<file path="src/rtl/rx_dest_filter.sv">
module rx_dest_filter #(
  parameter int DEST_BYTES = 6,
  parameter int WORD_W     = 16,
  parameter int HASH_WORDS = 4,
  parameter int ADDR_W     = 4
) (
  input  logic              clk,
  input  logic              rst_n,
  input  logic              wr_en,
  input  logic [ADDR_W-1:0] wr_addr,
  input  logic [WORD_W-1:0] wr_data,
  input  logic              in_vld,
  input  logic              in_sof,
  input  logic [7:0]        in_data,
  output logic              dec_valid,
  output logic              dec_accept,
  output logic [2:0]        dec_reason
);
  localparam int CNT_W     = $clog2(DEST_BYTES + 1);
  localparam int STA_WORDS = DEST_BYTES * 8 / WORD_W;
  localparam int TAB_BITS  = HASH_WORDS * WORD_W;
  localparam int IDX_W     = $clog2(TAB_BITS);
  localparam int STA_BASE  = 1;
  localparam int HASH_TOP  = STA_BASE + STA_WORDS + HASH_WORDS - 1;
  localparam logic [31:0] POLY = 32'hEDB88320;

  localparam logic [2:0] RSN_REJECT = 3'd0;
  localparam logic [2:0] RSN_STA    = 3'd1;
  localparam logic [2:0] RSN_BCAST  = 3'd2;
  localparam logic [2:0] RSN_HASH   = 3'd3;
  localparam logic [2:0] RSN_PROM   = 3'd4;

  function automatic logic [31:0] crc_byte(input logic [31:0] c, input logic [7:0] d);
    logic [31:0] r;
    r = c ^ {24'd0, d};
    for (int b = 0; b < 8; b++) r = r[0] ? ((r >> 1) ^ POLY) : (r >> 1);
    return r;
  endfunction

  logic [2:0]              cfg_q;
  logic [DEST_BYTES*8-1:0] sta_q;
  logic [TAB_BITS-1:0]     hash_q;
  logic                    rx_en, promisc, hash_en;

  assign rx_en   = cfg_q[0];
  assign promisc = cfg_q[1];
  assign hash_en = cfg_q[2];

  always_ff @(posedge clk) begin
    if (!rst_n) begin
      cfg_q  <= '0;
      sta_q  <= '0;
      hash_q <= '0;
    end else if (wr_en) begin
      if (wr_addr == ADDR_W'(0)) cfg_q <= wr_data[2:0];
      for (int k = 0; k < STA_WORDS; k++)
        if (wr_addr == ADDR_W'(STA_BASE + k))
          sta_q[(STA_WORDS-1-k)*WORD_W +: WORD_W] <= wr_data;
      for (int k = 0; k < HASH_WORDS; k++)
        if (wr_addr == ADDR_W'(HASH_TOP - k))
          hash_q[k*WORD_W +: WORD_W] <= wr_data;
    end
  end

  logic [CNT_W-1:0] cnt_q, pos;
  logic [31:0]      crc_q, crc_nxt;
  logic             sta_ok_q, bc_ok_q, sta_ok_nxt, bc_ok_nxt;
  logic             step, last, hash_hit;
  logic [7:0]       exp_byte;
  logic [IDX_W-1:0] hidx;
  logic [2:0]       reason;

  assign step       = in_vld && (in_sof || cnt_q != CNT_W'(DEST_BYTES));
  assign pos        = in_sof ? '0 : cnt_q;
  assign last       = step && pos == CNT_W'(DEST_BYTES - 1);
  assign exp_byte   = sta_q[(DEST_BYTES-1-int'(pos))*8 +: 8];
  assign crc_nxt    = crc_byte(in_sof ? 32'hFFFFFFFF : crc_q, in_data);
  assign sta_ok_nxt = (in_sof || sta_ok_q) && in_data == exp_byte;
  assign bc_ok_nxt  = (in_sof || bc_ok_q) && in_data == 8'hFF;
  assign hidx       = crc_nxt[31 -: IDX_W];
  assign hash_hit   = hash_q[hidx];

  always_comb begin
    if (!rx_en)                  reason = RSN_REJECT;
    else if (promisc)            reason = RSN_PROM;
    else if (sta_ok_nxt)         reason = RSN_STA;
    else if (bc_ok_nxt)          reason = RSN_BCAST;
    else if (hash_en && hash_hit) reason = RSN_HASH;
    else                         reason = RSN_REJECT;
  end

  always_ff @(posedge clk) begin
    if (!rst_n) begin
      cnt_q    <= CNT_W'(DEST_BYTES);
      crc_q    <= '1;
      sta_ok_q <= 1'b0;
      bc_ok_q  <= 1'b0;
    end else if (step) begin
      cnt_q    <= pos + 1'b1;
      crc_q    <= crc_nxt;
      sta_ok_q <= sta_ok_nxt;
      bc_ok_q  <= bc_ok_nxt;
    end
  end

  always_ff @(posedge clk) begin
    if (!rst_n) begin
      dec_valid  <= 1'b0;
      dec_accept <= 1'b0;
      dec_reason <= '0;
    end else begin
      dec_valid  <= last;
      dec_accept <= last && reason != RSN_REJECT;
      dec_reason <= last ? reason : RSN_REJECT;
    end
  end
endmodule

</file>
<file path="config.mk">
export PLATFORM = sky130hd
export DESIGN_NAME = rx_dest_filter
export DESIGN_NICKNAME = d
export VERILOG_FILES = /design/src/rtl/rx_dest_filter.sv
export SDC_FILE = /design/constraint.sdc
export NUM_CORES = 1
export LEC_CHECK = 0
export CORE_ASPECT_RATIO = 0.6
export CORE_MARGIN = 3
export CORE_UTILIZATION = 65
export DETAILED_ROUTE_END_ITERATION = 7
export GPL_TIMING_DRIVEN = 0
export PLACE_DENSITY = 0.84
export SYNTH_ARGS = -nofsm -noshare
export SYNTH_HDL_FRONTEND = slang
export SYNTH_SLANG_ARGS = --single-unit
</file>
<file path="constraint.sdc">
create_clock -name clk -period 6.8 [get_ports clk]
set_clock_uncertainty 0.15 [all_clocks]
set_input_delay 0.68 -clock clk [delete_from_list [all_inputs] [get_ports clk]]
set_output_delay 0.68 -clock clk [all_outputs]
set_load 0.01 [all_outputs]
</file>
==> results.sh <==
export IMPL_remaining_drc_errors=0
export IMPL_rows=31
export IMPL_critPathKind="in2reg"
export IMPL_cts_setup_buffers=0
export IMPL_final_nets=999
export IMPL_cts_tree="built"
export IMPL_seqCellArea_um2=3140
export IMPL_crit_arrival_ns=5.50
export IMPL_grt_pass1_wl_um=36500
export IMPL_final_core_util_pct=76.2
export IMPL_clkLatencyLatePin_ns=0.43
export IMPL_slew_limit_headroom_pct=10.5
export IMPL_vias_per_cell=6.11
export IMPL_detail_route_wl_per_cell_um=20.3
export IMPL_async_flop_share_pct=0
export IMPL_hold_viol_final=0
export IMPL_cts_buffer_depth=2
export IMPL_clockRootBuffer="clkbuf_16"
export IMPL_ys_top_cells_by_area="dfxtp_1 38%, mux2i_1 10%, nand2_1 7.3%, xnor2_1 6.8%, nor2b_1 5.0%"
export IMPL_rsz0062_at_grt="false"
export IMPL_finalCriticalPeriod_ns=5.28
export IMPL_synth_top_area_share_pct=37.6
export IMPL_antenna_found_initial=0
export IMPL_crit_fanout=10
export IMPL_synth_cells=920
export IMPL_fmax_mhz=189
export IMPL_die_y_um=93.9
export IMPL_finalPower_uw=2630
export IMPL_p_leak_uw=0.00348
export IMPL_synth_nets=956
export IMPL_cts_max_level=4
export IMPL_drt_iter0_drc=709
export IMPL_ios=38
export IMPL_tightest_slew_ns=1.34
export IMPL_dr_pass1_iters=5
export IMPL_critPathRequiredTime_ns=7.02
export IMPL_holdCritStartpoint="hash_q[51]"
export IMPL_ctsHoldBuffers=0
export IMPL_post_route_period_util_pct=77.7
export IMPL_gp_congestion=0.968
export IMPL_end_kind="register"
export IMPL_die_w_um=152
export IMPL_cts_resized=0
export IMPL_critPathLaunchType="input pin"
export IMPL_start_util_pct=68.1
export IMPL_synth_top_area_cell="dfxtp_1"
export IMPL_finalSetupTns_ns=0
export IMPL_routed_wl_um=23100
export IMPL_yosys_warnings=0
export IMPL_num_vias=6970
export IMPL_avgSynthCellArea_um2=9.10
export IMPL_ys_ff_latch=157
export IMPL_fp_dieArea_um2=14300
export IMPL_crit_start="in_sof"
export IMPL_hold_class="reg2reg"
export IMPL_final_cell_mix="162 x nand2_1, 157 x dfxtp_1, 86 x mux2i_1"
export IMPL_grt_max_degree=17
export IMPL_irDropWorstVdd_mv=0.159
export IMPL_synth_main_ff_cell="dfxtp_1"
export IMPL_power_density_nw_per_um2=281
export IMPL_drv_cap=0
export IMPL_multiInputGateArea_um2=4880
export IMPL_core_area_um2=12300
export IMPL_synthDistinctLibCells=66
export IMPL_reg2reg_slack_ns=2.91
export IMPL_clk_pin_slew_ns=0.07
export IMPL_synth_edff_count=0
export IMPL_reg2reg_from="crc_q[1]"
export IMPL_final_common_cell="nand2_1"
export IMPL_postRouteAntennaNets=0
export IMPL_dpl_cell_area_um2=8820
export IMPL_status="finished clean"
export IMPL_worst_r2r_endpoint="dec_accept"
export IMPL_cts_made_buffers=17
export IMPL_antenna_cells=0
export IMPL_endpoint="sta_ok_q"
export IMPL_setup_viol=0
export IMPL_grt_pass1_vias=6616
export IMPL_gr_usage_all_layers_pct=32.8
export IMPL_finalMaxSlewViolations=0
export IMPL_syn_to_final_growth_pct=11.9
export IMPL_numPortBuffers=24
export IMPL_drive_gt1_share_pct=7.89
export IMPL_r2r_cells=10
export IMPL_cts_sinks=157
export IMPL_hpwl_um=16600
export IMPL_grt_ovfl_total=0
export IMPL_synth_area_um2=8370
export IMPL_yosysSeqAreaShare_pct=37.6
export IMPL_fillers=845
export IMPL_stdcell_area_um2=9370
## final cells by class
type | instances | area share (%)
buffer | 66 | 3.22
inverter | 12 | 0.481
multi-input combinational | 685 | 52.1
timing repair buffer | 24 | 2.56
clock inverter | 15 | 1.36
sequential | 157 | 33.5
tap | 165 | 2.20
clock buffer | 17 | 4.54
## worst min-delay path by stage
stage | slack [ns] | end | depth (start not counted)
floorplan | 0.29 | hash_q[13] | 2
global placement | 0.30 | hash_q[48] | 2
detailed placement | 0.31 | hash_q[48] | 2
CTS | 0.31 | hash_q[48] | 2
global route | 0.33 | hash_q[60] | 2
finish | 0.31 | hash_q[51] | 2
## flip-flops by register name, summed over array words and instances, names as in the netlist
name,flops
hash_q,64
sta_q,48
crc_q,32
cfg_q,3
cnt_q,3
dec_reason,3
bc_ok_q,1
dec_accept,1
dec_valid,1
sta_ok_q,1
## cell usage after synthesis (all sizes together), types with 2 or more instances
library cell    n
nand2         164
dfxtp         157
mux2i          86
nor2b          67
xnor2          66
a21boi         51
clkbuf         49
nor2           44
o211ai         36
xor2           26
a21oi          24
buf            17
mux4           14
nand3          14
o21ai          13
inv            12
a31oi           5
and2            5
nand4           5
nor3            5
xnor3           5
a211oi          4
and3            4
nand3b          4
nor3b           4
nor4bb          4
o32ai           4
a22oi           3
ha              3
or3             3
a21o            2
a2bb2oi         2
mux2            2
nor4            2
## per-layer routing
layer,track usage (%),vias to the layer above,share of wire [%]
li1,-,3247,-
met1,47.6,3285,45
met2,45.0,396,40
met3,12.6,42,14
met4,10.2,0,1.8
met5,0,-,0
## power breakdown
part | switching, uW | internal [uW] | leakage [uW] | total [uW]
Clock | 423 | 479 | 0.000266 | 902
Combinational | 434 | 309 | 0.00193 | 743
Sequential | 30.0 | 960 | 0.00128 | 990
Total | 888 | 1750 | 0.00348 | 2630
## critical path, stage by stage
cell	delay [ns]
clkdlybuf4s50_1	0.75
clkbuf_1	0.44
clkbuf_1	0.45
nor2b_1	0.16
ha_1	0.30
buf_1	0.49
mux4_2	0.62
a21oi_1	0.35
xor2_1	0.20
a31oi_1	0.11
o32ai_1	0.13
nand4b_1	0.37
o21ai_0	0.28
and2_1	0.15
## per-stage QoR
step | hold WS, ns | std cells | setup WS, ns
floorplan | 0.289 | 920 | 3.11
global placement | 0.300 | 1109 | 1.37
detailed placement | 0.305 | 1109 | 1.33
CTS | 0.314 | 1141 | 1.69
global route | 0.332 | 1141 | 1.14
finish | 0.310 | 1141 | 1.52
## kinds of logic (layout without fill, tap and decap cells)
logic type | Yosys count | count (layout) | share of synthesized area, %
simple gates | 329 | 329 | 19.0
compound gates | 154 | 154 | 12.9
fa+ha+maj | 3 | 3 | 0.449
flops | 157 | 157 | 37.6
mux | 102 | 102 | 14.5
buf+inv | 78 | 134 | 4.14
xor+xnor | 97 | 97 | 11.4
Note: power is estimated with default switching activity, not from simulation.
